## src/rtl/txarb_pkg.sv

```systemverilog
package txarb_pkg;

   typedef enum logic [1:0] {
      SRC_NONE = 2'd0,
      SRC_PRI  = 2'd1,
      SRC_SEC  = 2'd2
   } src_e;

   typedef enum logic [1:0] {
      MODE_PRI_ONLY = 2'b00,
      MODE_SEC_ONLY = 2'b01,
      MODE_PRIORITY = 2'b10,
      MODE_OFF      = 2'b11
   } mode_e;

   function automatic logic pri_allowed(input mode_e m);
      return (m == MODE_PRI_ONLY) || (m == MODE_PRIORITY);
   endfunction

   function automatic logic sec_allowed(input mode_e m);
      return (m == MODE_SEC_ONLY) || (m == MODE_PRIORITY);
   endfunction

endpackage

```

## src/rtl/txarb_word_timer.sv

```systemverilog
module txarb_word_timer #(
   parameter int unsigned WORD_CYCLES = 4
) (
   input  logic clk,
   input  logic rst_n,
   output logic tick
);
   localparam int unsigned CW = (WORD_CYCLES > 1) ? $clog2(WORD_CYCLES) : 1;
   localparam logic [CW-1:0] LAST = CW'(WORD_CYCLES - 1);

   logic [CW-1:0] cnt_q;

   always_ff @(posedge clk) begin
      if (!rst_n)
         cnt_q <= '0;
      else if (cnt_q == LAST)
         cnt_q <= '0;
      else
         cnt_q <= cnt_q + CW'(1);
   end

   assign tick = (cnt_q == LAST);

   generate
      if (WORD_CYCLES < 1) begin : g_bad_period
         $error("WORD_CYCLES must be at least 1");
      end
      if (WORD_CYCLES > 1) begin : g_spacing

         tick_spacing_chk: assert property (@(posedge clk) disable iff (!rst_n)
            tick |=> !tick);
      end
   endgenerate

endmodule

```

## src/rtl/txarb_src_pick.sv

```systemverilog
module txarb_src_pick
   import txarb_pkg::*;
#(
   parameter bit PREEMPT = 1'b1
) (
   input  mode_e mode,
   input  logic  pri_avail,
   input  logic  sec_avail,
   input  src_e  cur,
   output src_e  pick
);
   localparam bit SEC_FINISHES = (PREEMPT == 1'b0);

   logic cand_p, cand_s, hold_sec;

   assign cand_p   = pri_allowed(mode) && pri_avail;
   assign cand_s   = sec_allowed(mode) && sec_avail;
   assign hold_sec = SEC_FINISHES && (cur == SRC_SEC) && cand_s;

   always_comb begin
      if (hold_sec)
         pick = SRC_SEC;
      else if (cand_p)
         pick = SRC_PRI;
      else if (cand_s)
         pick = SRC_SEC;
      else
         pick = SRC_NONE;
   end

endmodule

```

## src/rtl/txarb_word_mux.sv

```systemverilog
module txarb_word_mux
   import txarb_pkg::*;
#(
   parameter int unsigned     CHAR_W   = 7,
   parameter logic [CHAR_W-1:0] IDLE_CODE = 7'h7C,
   parameter logic [CHAR_W-1:0] PRI_HDR  = 7'h1E,
   parameter logic [CHAR_W-1:0] SEC_HDR  = 7'h63
) (
   input  src_e              pick,
   input  src_e              cur,
   input  logic [CHAR_W-1:0] pri_data,
   input  logic [CHAR_W-1:0] sec_data,
   output logic [CHAR_W-1:0] char_o,
   output logic              ctrl_o,
   output logic              rd_p,
   output logic              rd_s
);
   logic opening;

   assign opening = (pick != SRC_NONE) && (pick != cur);

   always_comb begin
      char_o = IDLE_CODE;
      ctrl_o = 1'b1;
      rd_p   = 1'b0;
      rd_s   = 1'b0;
      unique case (pick)
         SRC_PRI: begin
            if (opening) begin
               char_o = PRI_HDR;
            end else begin
               char_o = pri_data;
               ctrl_o = 1'b0;
               rd_p   = 1'b1;
            end
         end
         SRC_SEC: begin
            if (opening) begin
               char_o = SEC_HDR;
            end else begin
               char_o = sec_data;
               ctrl_o = 1'b0;
               rd_s   = 1'b1;
            end
         end
         default: begin
            char_o = IDLE_CODE;
         end
      endcase
   end

endmodule

```

## src/rtl/txarb_top.sv

```systemverilog
module txarb_top
   import txarb_pkg::*;
#(
   parameter int unsigned       CHAR_W      = 7,
   parameter int unsigned       WORD_CYCLES = 4,
   parameter bit                PREEMPT     = 1'b1,
   parameter logic [CHAR_W-1:0] IDLE_CODE   = 7'h7C,
   parameter logic [CHAR_W-1:0] PRI_HDR     = 7'h1E,
   parameter logic [CHAR_W-1:0] SEC_HDR     = 7'h63
) (
   input  logic              clk,
   input  logic              rst_n,
   input  logic [1:0]        mode_i,
   input  logic              pri_avail_i,
   input  logic [CHAR_W-1:0] pri_data_i,
   output logic              pri_rd_o,
   input  logic              sec_avail_i,
   input  logic [CHAR_W-1:0] sec_data_i,
   output logic              sec_rd_o,
   output logic [CHAR_W-1:0] enc_char_o,
   output logic              enc_ctrl_o,
   output logic              enc_stb_o
);

   generate
      if (CHAR_W < 2) begin : g_bad_width
         $error("CHAR_W must be at least 2");
      end
      if ((IDLE_CODE == PRI_HDR) || (IDLE_CODE == SEC_HDR) || (PRI_HDR == SEC_HDR)) begin : g_bad_codes
         $error("idle and header codes must be distinct");
      end
   endgenerate

   src_e              st_q, pick;
   logic              tick;
   logic [CHAR_W-1:0] nxt_char;
   logic              nxt_ctrl, want_p, want_s;

   txarb_word_timer #(.WORD_CYCLES(WORD_CYCLES)) u_timer (
      .clk   (clk),
      .rst_n (rst_n),
      .tick  (tick)
   );

   txarb_src_pick #(.PREEMPT(PREEMPT)) u_pick (
      .mode      (mode_e'(mode_i)),
      .pri_avail (pri_avail_i),
      .sec_avail (sec_avail_i),
      .cur       (st_q),
      .pick      (pick)
   );

   txarb_word_mux #(
      .CHAR_W    (CHAR_W),
      .IDLE_CODE (IDLE_CODE),
      .PRI_HDR   (PRI_HDR),
      .SEC_HDR   (SEC_HDR)
   ) u_mux (
      .pick     (pick),
      .cur      (st_q),
      .pri_data (pri_data_i),
      .sec_data (sec_data_i),
      .char_o   (nxt_char),
      .ctrl_o   (nxt_ctrl),
      .rd_p     (want_p),
      .rd_s     (want_s)
   );

   assign pri_rd_o = rst_n && tick && want_p;
   assign sec_rd_o = rst_n && tick && want_s;

   always_ff @(posedge clk) begin
      if (!rst_n) begin
         st_q       <= SRC_NONE;
         enc_char_o <= IDLE_CODE;
         enc_ctrl_o <= 1'b1;
         enc_stb_o  <= 1'b0;
      end else begin
         enc_stb_o <= tick;
         if (tick) begin
            st_q       <= pick;
            enc_char_o <= nxt_char;
            enc_ctrl_o <= nxt_ctrl;
         end
      end
   end


   rd_onehot_chk: assert property (@(posedge clk) disable iff (!rst_n)
      $onehot0({pri_rd_o, sec_rd_o}));


   pri_rd_avail_chk: assert property (@(posedge clk) disable iff (!rst_n)
      pri_rd_o |-> pri_avail_i);


   sec_rd_avail_chk: assert property (@(posedge clk) disable iff (!rst_n)
      sec_rd_o |-> sec_avail_i);


   rd_then_stb_chk: assert property (@(posedge clk) disable iff (!rst_n)
      (pri_rd_o || sec_rd_o) |=> enc_stb_o);


   hold_between_chk: assert property (@(posedge clk) disable iff (!rst_n)
      !enc_stb_o |-> ($stable(enc_char_o) && $stable(enc_ctrl_o)));


   data_needs_read_chk: assert property (@(posedge clk) disable iff (!rst_n)
      (enc_stb_o && !enc_ctrl_o) |-> $past(pri_rd_o || sec_rd_o));


   mode_blocks_pri_chk: assert property (@(posedge clk) disable iff (!rst_n)
      (mode_i == 2'b01 || mode_i == 2'b11) |-> !pri_rd_o);


   mode_blocks_sec_chk: assert property (@(posedge clk) disable iff (!rst_n)
      (mode_i == 2'b00 || mode_i == 2'b11) |-> !sec_rd_o);

endmodule

```

## config.mk

```make
export PLATFORM = sky130hd
export DESIGN_NAME = txarb_top
export DESIGN_NICKNAME = d
export VERILOG_FILES = /design/src/rtl/txarb_pkg.sv /design/src/rtl/txarb_word_timer.sv /design/src/rtl/txarb_src_pick.sv /design/src/rtl/txarb_word_mux.sv /design/src/rtl/txarb_top.sv
export SDC_FILE = /design/constraint.sdc
export NUM_CORES = 1
export LEC_CHECK = 0
export ABC_AREA = 1
export BUFFER_PORTS_ARGS = -buffer_cell sky130_fd_sc_hd__buf_2
export CORE_MARGIN = 4
export CORE_UTILIZATION = 48
export DETAILED_ROUTE_END_ITERATION = 6
export PLACE_DENSITY = 0.81
export SYNTH_ARGS = -nofsm -noshare
export SYNTH_HDL_FRONTEND = slang
export SYNTH_SLANG_ARGS = --single-unit
```

## constraint.sdc

```tcl
create_clock -name clk -period 1.9 [get_ports clk]
set_input_delay 0.285 -clock clk [delete_from_list [all_inputs] [get_ports clk]]
set_output_delay 0.285 -clock clk [all_outputs]
set_load 0.01 [all_outputs]
```

==> After elaboration in Yosys (flattened, before gate mapping) <==
Cells that the tools add are included.
{ "totals": {"regBits": 13, "in_bits": 20, "wordCells": 35} }
{ "op_classes": {"add_sub_neg": 1, "n_eq_ne": 6, "n_mux": 10, "bitwise_logic": 1, "reduce_logical": 12} }
{ "op_table": {"columns": ["operator", "count"], "rows": [
  ["7-bit 2-to-1 mux", 2],
  ["7-bit case mux with 2 select lines", 1],
  ["2-bit equality test (second input constant)", 3],
  ["1-bit logical AND", 6],
  ["1-bit 2-to-1 mux", 5],
  ["2-bit by 1-bit equality test with 1-bit output (second input constant)", 2],
  ["2-bit 2-to-1 mux", 2],
  ["2-bit OR reduction", 2],
  ["2-bit by 1-bit adder with 2-bit output (second input constant)", 1],
  ["2-bit logical NOT", 1],
  ["1-bit logical OR", 2],
  ["2-bit != test", 1],
  ["2-bit nonzero test", 1],
  ["1-bit inverter", 1]
]} }

==> Depth between registers and ports, before layout <==
Gate-level depths: netlist of run 1.
{ "depth": {"depth_word": 10, "ltp_mapped": 8, "depth_no_buf": 8} }

==> By module <==
A second synthesis of run 1 with hierarchy kept.
{ "hier_totals": {"hier_cells": 128, "area_unflattened_um2": 870.8} }
{ "modules_own_cells": {"columns": ["mod", "n_inst", "cells_per_inst", "area_per_inst_um2", "seq_area_each_um2"], "rows": [
  ["txarb_top", 1, 59, 469.2, 220.2],
  ["txarb_word_mux", 1, 51, 264.0, 0.0],
  ["txarb_word_timer", 1, 8, 71.3, 40.0],
  ["txarb_src_pick", 1, 10, 66.3, 0.0]
]} }

==> Least setup slack after synthesis of run 1 <==
Ideal clock, no wire load.
{ "synth_timing": {"path_kind": "input to output", "from": "in mode_i[0]", "to": "out sec_rd_o", "arrival_time_ns": 1.137, "required_time_ns": 1.615, "path_slack_ns": 0.478, "cell_stages": 6, "n_path_buf": 0, "cell_sequence": "inv_1 > ha_1 > nand2_1 > a21oi_2 > nand2_1 > nor2_1"} }
{ "synth_via": {"elab_chain_len": 10} }
{ "synth_rtl": {"columns": ["item", "line_no", "text"], "rows": [
  ["start, declared", "txarb_top.sv:13", "input logic [1:0] mode_i,"],
  ["2-bit by 1-bit equality test with 1-bit output / 2-bit equality test (equally long branches)", "txarb_pkg.sv:21, txarb_pkg.sv:17", null],
  ["1-bit logical OR", "txarb_pkg.sv:21", "return (m == MODE_SEC_ONLY) || (m == MODE_PRIORITY);"],
  ["1-bit logical AND", "txarb_src_pick.sv:17", "assign cand_s = sec_allowed(mode) && sec_avail;"],
  ["2-bit 2-to-1 mux", "txarb_src_pick.sv:25", "else if (cand_s)"],
  ["2-bit 2-to-1 mux *", "txarb_src_pick.sv:23", "else if (cand_p)"],
  ["2-bit != test / 2-bit nonzero test (equally long branches)", "txarb_word_mux.sv:20", "assign opening = (pick != SRC_NONE) && (pick != cur);"],
  ["1-bit logical AND", "txarb_word_mux.sv:20", null],
  ["1-bit 2-to-1 mux", "txarb_word_mux.sv:38", "if (opening) begin"],
  ["1-bit 2-to-1 mux *", "txarb_word_mux.sv:27", "unique case (pick)"],
  ["1-bit logical AND *", "txarb_top.sv:70", "assign sec_rd_o = rst_n && tick && want_s;"],
  ["end, declared", "txarb_top.sv:19", "output logic sec_rd_o,"]
]} }
Mark *: on every way between the ends. The rest lies on a longest branch, timed or not.

==> Worst setup path after layout of run 1 <==
{ "layout_timing": {"from": "reg u_timer.cnt_q[0]", "to": "out sec_rd_o"} }
{ "layout_via": {"elab_chain_len": 3} }
{ "layout_rtl": {"columns": ["item", "line_no", "text"], "rows": [
  ["start, declared", "txarb_word_timer.sv:11", "logic [CW-1:0] cnt_q;"],
  ["start signal, assigned", "txarb_word_timer.sv:19", "cnt_q <= cnt_q + CW'(1);"],
  ["2-bit equality test", "txarb_word_timer.sv:22", "assign tick = (cnt_q == LAST);"],
  ["net tick", "txarb_top.sv:35", "logic tick;"],
  ["1-bit logical AND (2 in series)", "txarb_top.sv:70", null]
]} }
The timed path passes the listed nets, and every way through them passes these cells.

==> impl_metrics.csv, run 1 <==
group,metric,value,unit
routing,wire_per_inst,11.6,um
floorplanning,die_y,45.8,um
sta,fin_ws,0.127,ns
sta,fin_skew,0.00593,ns
synthesis,async_flop_share,0,%
floorplanning,initial_utilization,51.9,%
global_routing,grt_pass1_wl,2.70,mm
synthesis,synth-edff-count,0,
critical_path,rr_worst_depth,6,
power,peakVddDrop,0.455,mV
clock_tree,numCtsBuffers,3,
critical_path,worst_path_most_repeated_cell,"nand2_1",
routing,drt_iter0_drc,15,
final_layout,final_common_cell,"buf_2",
critical_path,required,1.62,ns
clock_tree,cts.clk_slew.worst_paths,0.08,ns
critical_path,r2r_end,"enc_ctrl_o",
sta,fmax,564,MHz
placed_design,pre_cts_slack,0.207,ns
clock_tree,clock-sinks,13,
sta,hold_viol,0,
clock_tree,tritoncts,"done",
synthesis,synth_xor_area_share,0,%
critical_path,timing.rr.start,"u_timer.cnt_q[0]",
critical_path,end_kind,"output pin",
status,status,"finished, final reports clean",
synthesis,syn_inst,91,
final_layout,num-fill-cells,118,
routing,avgViaCountPerCell,5.19,
final_layout,drive_above_1_share,35.0,%
clock_tree,cts_buffer_depth,2,
synthesis,synth.distinct_cells,22,
critical_path,startpoint_type,"flip-flop",
sta,final.min_clock_period,1.77,ns
final_layout,layout_common_cells,"30 x buf_2, 20 x nand2_1, 13 x dfxtp_1",
sta,hold_ws,0.233,ns
global_routing,grt_max_degree,13,
sta,finalSetupViolCount,0,
global_routing,grt_usage,17.9,%
clock_tree,root_buffer,"clkbuf_4",
synthesis,ys_ff_latch,13,
sta,drv_slew,0,
synthesis,synthSimpleGateAreaFrac,30.0,%
synthesis,synth_compound_area_share,17.2,%
synthesis,synthTopCellsByArea,"dfxtp_1 38%, nand2_1 11%, nand3_1 7.3%",
final_layout,n_antenna_cell,0,
global_routing,grt_overflow,0,
final_layout,syn_to_final_growth,27.2,%
synthesis,synth_fa_ha_area_share,5.48,%
min_path,hold_path.class,"input port to flip-flop",
routing,ant_nets,0,
synthesis,synth_fp_nets,114,
floorplanning,dieArea,2090,um2
critical_path,slowest_delay,0.34,ns
placed_design,place_hpwl,1.26,mm
power,p_leak,0.000422,uW
synthesis,synth.area.mux_share,0,%
sta,tns,0,ns
sta,period_share,93.3,%
sta,max_slew.worst_pin.slew,0.334,ns
synthesis,yosysSeqAreaShare,38.0,%
global_routing,grt_pass1_vias,700,
synthesis,ys_warn_count,0,
clock_tree,post_cts_buffers,0,
routing,first_pass_iters,4,
floorplanning,io_pins,31,
critical_path,cp.arrival,1.49,ns
sta,relSlewSlack,77.7,%
synthesis,synth_top_area_share,38.0,%
clock_tree,cts_max_level,1,
job,cap_violations,0,
floorplanning,rows,13,
routing,route.detailed.drc,0,
routing,vias,716,
final_layout,fin_nets,147,
power,power-per-cell-area,661,nW/um2
synthesis,synth_area,684,um2
floorplanning,coreArea,1320,um2
sta,rsz0062_at_grt,"false",
min_path,holdPathStages,2,
placed_design,numPortBuffers,30,
routing,drt_wl_total,1.61,mm
placed_design,globalplace.congestion,0.746,
final_layout,fin_util,66.1,%
clock_tree,clock_latency,0.28,ns
critical_path,cp-endpoint,"sec_rd_o",
critical_path,cp-startpoint,"u_timer.cnt_q[0]",
synthesis,synth_top_family_by_area,"simple AND/OR/NAND/NOR gates",
critical_path,critPathKind,"flip-flop to output pin",
synthesis,ys.flop_type,"dfxtp_1",
critical_path,crit_path_top_delay_cell,"dfxtp_1",
floorplanning,die_w,45.8,um
critical_path,crit_chain,"ha_2 > nand2_1 > a21oi_4 > nand2_1 > nor2_1 > buf_2",
global_routing,antenna_found_initial,0,
critical_path,reg2reg_slack,0.67,ns
power,total_power,575,uW
synthesis,syn-mean-instance-area,7.52,um2
critical_path,worst-path-max-fanout,5,
synthesis,synth_area_leader_cell,"dfxtp_1",
==> cells in the mapped netlist, types with 2 or more instances <==
cell type,count
dfxtp_1,13
inv_1,8
nor2_1,7
ha_1,3
o31ai_1,4
o21ai_0,3
o211ai_1,4
a31oi_1,2
nand2_1,20
nand3_1,10
nand4_1,3
inv_2,4
==> cells by family (layout without fill, tap and decap cells) <==
group	count (synthesis)	count (layout)
AO/OA/AOI/OAI	16	16
adder cells (fa/ha/maj)	3	3
buffers and inverters	14	46
flip-flops	13	13
AND/OR/NAND/NOR	45	45
==> what timing repair did <==
action | in CTS | in global routing
hold buffers | 0 | 0
setup endpoints to repair | 0 | 1
gates resized for setup | 0 | 2
==> power breakdown <==
group / leakage [uW] / total (uW) / switching [uW] / internal [uW]
logic: 0.000301 / 111 / 64.9 / 46.5
clock network: 0.0000150 / 169 / 88.0 / 81.5
registers: 0.000106 / 294 / 7.63 / 287
total: 0.000422 / 575 / 161 / 415
==> state kept, by name, summed over array words and instances, names as in the netlist <==
register,cells
enc_ctrl_o,1
enc_char_o,7
st_q,2
enc_stb_o,1
u_timer.cnt_q,2
==> area by class of cell <==
type	instances	area [um2]	area share (%)
tap	15	18.8	2.16
timing repair buffer	30	150	17.2
inverter	12	45.0	5.17
multi-input combinational	64	370	42.5
sequential	13	260	29.9
clock buffer	4	26.3	3.02
==> stage by stage <==
step | instances | instance area (um2)
final | 138 | 871
after global placement | 134 | 835
after global routing | 138 | 871
after floorplan | 91 | 684
after detailed placement | 134 | 835
after CTS | 138 | 861
==> worst min-delay path by stage <==
stage / from / endpoint
final: rst_n / enc_char_o[3]
after global routing: rst_n / enc_char_o[3]
after CTS: rst_n / enc_char_o[3]
after detailed placement: u_timer.cnt_q[0] / u_timer.cnt_q[0]
after global placement: u_timer.cnt_q[0] / u_timer.cnt_q[0]
after floorplan: rst_n / enc_char_o[2]
==> critical path: cells and delay by family (launching register included) <==
kind,cells,cell delay (ns)
AND/OR/NAND/NOR,3,0.31
buffers and inverters,1,0.13
AO/OA/AOI/OAI,1,0.20
adder cells (fa/ha/maj),1,0.22
flip-flops,1,0.34
==> per-layer routing <==
metal,up-vias,GRT usage (%),routed length [um]
li1,369,-,-
met4,0,9.66,37
met3,6,4.35,138
met2,34,29.2,791
met1,307,21.2,640
met5,-,0,0
(Power assumes the default switching activity.)
==> run 2: changes to the inputs <==
Settings changed: ABC_AREA 1 to not set, CORE_MARGIN 4 to not set, CORE_UTILIZATION 48 to 47, PLACE_DENSITY 0.81 to 0.8.
==> impl_metrics.csv, run 2 <==
group,metric,value,unit
placed_design,place_hpwl,1.16,mm
sta,finalSetupViolCount,0,
sta,final.min_clock_period,1.58,ns
sta,hold_viol,0,
synthesis,synth.distinct_cells,26,
sta,drv_slew,0,
synthesis,synth_fp_nets,100,
clock_tree,clock_latency,0.27,ns
final_layout,syn_to_final_growth,26.3,%
routing,wire_per_inst,12.5,um
synthesis,ys_ff_latch,13,
final_layout,num-fill-cells,118,
final_layout,layout_common_cells,"30 x buf_2, 13 x dfxtp_1, 9 x inv_1",
clock_tree,tritoncts,"done",
sta,fmax,632,MHz
sta,rsz0062_at_grt,"false",
final_layout,drive_above_1_share,34.3,%
status,status,"finished, final reports clean",
floorplanning,die_w,39.8,um
clock_tree,clock-sinks,13,
clock_tree,root_buffer,"clkbuf_4",
final_layout,regMostFlops,"enc_char_o",
final_layout,fin_nets,132,
global_routing,antenna_found_initial,0,
routing,first_pass_iters,4,
power,p_leak,0.000392,uW
synthesis,synth_area_leader_cell,"dfxtp_1",
synthesis,yosysSeqAreaShare,38.7,%
critical_path,end_kind,"output pin",
routing,drt_iter0_drc,20,
synthesis,syn_inst,77,
global_routing,grt_overflow,0,
global_routing,grt_pass1_vias,564,
critical_path,required,1.62,ns
clock_tree,cts_max_level,1,
routing,avgViaCountPerCell,5.57,
critical_path,cp.arrival,1.30,ns
floorplanning,coreArea,1320,um2
synthesis,synthTopCellsByCount,"13 x dfxtp_1, 9 x inv_1, 5 x nor2_1, 5 x o221ai_1, 5 x o31ai_1",
sta,relSlewSlack,75.5,%
synthesis,ys.flop_type,"dfxtp_1",
clock_tree,cts_buffer_depth,2,
critical_path,worst-path-max-fanout,10,
job,cap_violations,0,
final_layout,seqCellArea,260,um2
routing,drt_wl_total,1.54,mm
power,total_power,570,uW
sta,max_slew.worst_pin.slew,0.367,ns
critical_path,startpoint_type,"input port",
synthesis,post-synth-top-count-cell,"dfxtp_1",
synthesis,ys_warn_count,0,
synthesis,async_flop_share,0,%
min_path,hold_path.class,"input port to flip-flop",
sta,period_share,83.3,%
global_routing,grt_usage,21.7,%
final_layout,final_common_cell,"buf_2",
sta,fin_skew,0.00186,ns
floorplanning,rows,13,
final_layout,largest_reg_flops,7,
power,peakVddDrop,0.390,mV
routing,ant_nets,0,
synthesis,syn-mean-instance-area,8.73,um2
floorplanning,die_y,39.8,um
clock_tree,numCtsBuffers,3,
placed_design,globalplace.congestion,0.801,
routing,route.detailed.drc,0,
clock_tree,cts.clk_slew.worst_paths,0.08,ns
synthesis,synthTopCellsByArea,"dfxtp_1 39%, o221ai_1 6.5%, ha_1 5.6%",
final_layout,reg_top3,"enc_char_o: 7 flops, st_q: 2 flops, u_timer.cnt_q: 2 flops",
critical_path,critPathKind,"input port to output pin",
synthesis,synth-edff-count,0,
clock_tree,postCtsHoldBufs,0,
floorplanning,dieArea,1580,um2
power,power-per-cell-area,672,nW/um2
clock_tree,cts_resized,0,
synthesis,synth_top_area_share,38.7,%
sta,tns,0,ns
global_routing,grt_max_degree,15,
critical_path,reg2reg_slack,0.68,ns
global_routing,grt_pass1_wl,2.26,mm
routing,vias,685,
placed_design,numPortBuffers,30,
clock_tree,post_cts_buffers,0,
final_layout,multi_input_area,352,um2
synthesis,synth_area,672,um2
floorplanning,initial_utilization,51.0,%
final_layout,n_antenna_cell,0,
floorplanning,io_pins,31,
==> run 2: cell count changes in the layout (fill, tap and decap cells not counted), sizes merged, moves of 2 or more <==
| cell | delta |
|---|---|
| o221ai | +5 |
| nor2 | -4 |
| nor2b | +2 |
| o211ai | -4 |
| nand2 | -19 |
| inv | -3 |
| nand3 | -7 |
| nand2b | +4 |
| a211oi | +3 |
| o2111ai | +2 |
==> run 2: metrics by stage <==
| stage | worst slack (ns) | instance area [um2] | std cells | hold WS (ns) | utilization, % |
|---|---|---|---|---|---|
| floorplan | 0.441 | 672 | 77 | 0.399 | - |
| global placement | 0.337 | 822 | 119 | 0.406 | 62.4 |
| detailed placement | 0.316 | 822 | 119 | 0.422 | 62.4 |
| CTS | 0.315 | 848 | 123 | 0.248 | 64.4 |
| global route | 0.220 | 848 | 123 | 0.253 | 64.4 |
| finish | 0.317 | 848 | 123 | 0.251 | 64.4 |
==> run 2: kinds of logic after synthesis <==
group                      synth area share [%]
buffers and inverters                      8.94
AOI/OAI and AO/OA                          27.0
and+or+nand+nor                            18.2
DFF                                        38.7
adders and majority gates                  5.59
muxes                                      1.49
==> run 2: critical path, stage by stage <==
cell and delay (ns):
buf_2 0.07, inv_1 0.04, ha_1 0.23, o21a_1 0.31
nor3_1 0.20, buf_2 0.15
==> run 2: path summary, 6_finish.rpt <==
check / cells past startpoint / start / end
max: 6 / mode_i[0] / sec_rd_o
min: 3 / pri_data_i[0] / enc_char_o[0]
max reg2reg: 5 / u_timer.cnt_q[0] / enc_char_o[5]
min reg2reg: 1 / u_timer.cnt_q[0] / u_timer.cnt_q[0]
==> run 2: report_power, final <==
part / total [uW] / switching (uW) / internal, uW
Sequential: 295 / 6.50 / 288
Combinational: 103 / 56.8 / 45.9
Clock: 173 / 91.9 / 81.4
Total: 570 / 155 / 415
==> run 2: layout make-up <==
| class | instances | area share (%) |
|---|---|---|
| well taps | 15 | 2.21 |
| repair buffers | 31 | 18.6 |
| flip-flops and latches | 13 | 30.7 |
| inverters | 9 | 3.98 |
| multi-input cells | 51 | 41.4 |
| clock buffers | 4 | 3.10 |
==> run 2: metal layers <==
metal	up-vias	part of all wire, %	global-route usage [%]
met5	-	0	0
met4	0	1.4	8.62
met3	5	4.0	5.11
met2	19	51	37.3
met1	318	43	25.3
li1	343	-	-
==> run 3: changes to the inputs <==
Settings changed: ABC_AREA set to 1, CORE_UTILIZATION 47 to 40, PLACE_DENSITY 0.8 to 0.73.
Clock period 1.9 ns to 1.3 ns, I/O delays scaled along.
==> impl_metrics.csv, run 3 (synthesis gave the netlist of run 1 again) <==
group,metric,value,unit
power,power-per-cell-area,907,nW/um2
job,cap_violations,0,
clock_tree,cts.clk_slew.worst_paths,0.08,ns
final_layout,n_antenna_cell,0,
min_path,hold_path.class,"input port to flip-flop",
final_layout,syn_to_final_growth,43.5,%
power,p_leak,0.000488,uW
floorplanning,dieArea,1880,um2
routing,avgViaCountPerCell,4.99,
routing,drt_wl_total,1.70,mm
sta,rsz0062_at_grt,"true",
sta,tns,-0.329,ns
final_layout,drive_above_1_share,44.0,%
power,clkPwrFrac,28.6,%
critical_path,cp.arrival,1.26,ns
critical_path,startpoint_type,"flip-flop",
floorplanning,initial_utilization,43.9,%
sta,final.min_clock_period,1.45,ns
sta,period_share,112,%
sta,fin_ws,-0.150,ns
clock_tree,numCtsBuffers,3,
critical_path,critPathKind,"flip-flop to output pin",
power,power.net_switching,255,uW
sta,fmax,689,MHz
floorplanning,rows,14,
global_routing,grt_pass1_vias,680,
routing,wire_per_inst,11.4,um
sta,finalSetupViolCount,5,
routing,vias,748,
critical_path,crit_family,"flip-flops",
placed_design,place_hpwl,1.35,mm
critical_path,rr_worst_depth,8,
routing,drt_iter0_drc,14,
final_layout,layout_common_cells,"30 x buf_2, 18 x nand2_1, 11 x dfxtp_1, 11 x buf_4, 10 x nand3_1",
power,seqPwrFrac,48.8,%
final_layout,num-fill-cells,150,
clock_tree,root_buffer,"clkbuf_4",
global_routing,grt_overflow,0,
global_routing,grt_max_degree,9,
floorplanning,coreArea,1560,um2
clock_tree,cts_buffer_depth,2,
final_layout,regMostFlops,"enc_char_o",
critical_path,crit_chain,"ha_4 > nand2_4 > a21oi_4 > nand2_2 > nor2_1 > buf_2",
floorplanning,die_w,43.4,um
routing,route.detailed.drc,4,
final_layout,final_common_cell,"buf_2",
critical_path,worst-path-max-fanout,2,
clock_tree,clock_latency,0.28,ns
status,status,"complete, but fails checks",
sta,relSlewSlack,79.6,%
placed_design,numPortBuffers,30,
clock_tree,clock-sinks,13,
final_layout,largest_reg_flops,7,
floorplanning,die_y,43.4,um
final_layout,multi_input_area,395,um2
power,p_int,637,uW
critical_path,crit_cells,6,
power,combinationalPowerShare,22.6,%
clock_tree,cts_max_level,1,
routing,ant_nets,0,
critical_path,end_kind,"output pin",
final_layout,fin_nets,158,
floorplanning,io_pins,31,
clock_tree,tritoncts,"done",
global_routing,grt_usage,20.1,%
sta,max_slew.worst_pin.slew,0.305,ns
critical_path,slowest_delay,0.35,ns
placed_design,pre_cts_slack,-0.0617,ns
sta,fin_skew,0.00455,ns
power,switching_share,28.6,%
global_routing,grt_pass1_wl,2.75,mm
global_routing,antenna_found_initial,0,
min_path,holdPathStages,2,
critical_path,crit_path_top_delay_cell,"dfxtp_2",
sta,drv_slew,0,
critical_path,required,1.11,ns
routing,first_pass_iters,6,
sta,hold_ws,0.171,ns
critical_path,path_buf_inv,1,
sta,hold_viol,0,
placed_design,globalplace.congestion,0.786,
status,violations,"design-rule violations, negative setup slack",
power,peakVddDrop,0.583,mV
final_layout,reg_top3,"enc_char_o: 7 flops, st_q: 2 flops, u_timer.cnt_q: 2 flops",
final_layout,seqCellArea,263,um2
run 3: changes by cell type in the layout (fill, tap and decap cells not counted), moves of 5 or more:
| cell | delta |
|---|---|
| nand2_1 | +17 |
| nand3_1 | +7 |
| buf_4 | +10 |
| o221ai_1 | -5 |
run 3: area by class of cell:
class / count / share of cell area [%]
well taps: 16 / 2.04
clock buffers: 4 / 2.68
inverters: 12 / 4.59
multi-input cells: 64 / 40.3
flip-flops and latches: 13 / 26.8
repair buffers: 41 / 23.7
run 3: power by group through the flow:
stage          sequential, uW  combinational, uW  clock, uW
2_1_floorplan             442               98.0          0
3_3_place_gp              438                175          0
3_5_place_dp              439                180          0
4_1_cts                   435                193        260
5_1_grt                   438                221        285
6_report                  435                201        255
run 3: final timing paths:
check / start / end / slack, ns
max: u_timer.cnt_q[0] / sec_rd_o / -0.15
min: rst_n / enc_char_o[2] / 0.17
max reg2reg: u_timer.cnt_q[0] / enc_ctrl_o / -0.04
min reg2reg: enc_char_o[1] / enc_char_o[1] / 0.45
run 3: layer usage:
metal / share of wire [%] / wire length (um) / GRT usage [%] / vias to the layer above
met1: 46 / 775 / 24.5 / 322
met4: 2.2 / 38 / 11.9 / 0
met2: 46 / 789 / 32.4 / 30
met3: 5.9 / 100 / 4.58 / 4
li1: - / - / - / 392
met5: 0 / 0 / 0 / -
run 3: timing repair:
item | 4_1_cts | 5_1_grt
resized for setup | 5 | 5
setup buffers | 2 | 1
pin swaps | 1 | 2
hold buffers | 0 | 0
endpoints found under the setup margin | 2 | 2
run 3: through the flow:
stage	util, %	area, um2	instances	power, uW
3_3_place_gp	57.5	896	143	613
5_1_grt	63.0	982	150	944
2_1_floorplan	-	684	91	540
6_report	63.0	982	150	891
3_5_place_dp	57.5	896	143	620
4_1_cts	61.2	955	149	888
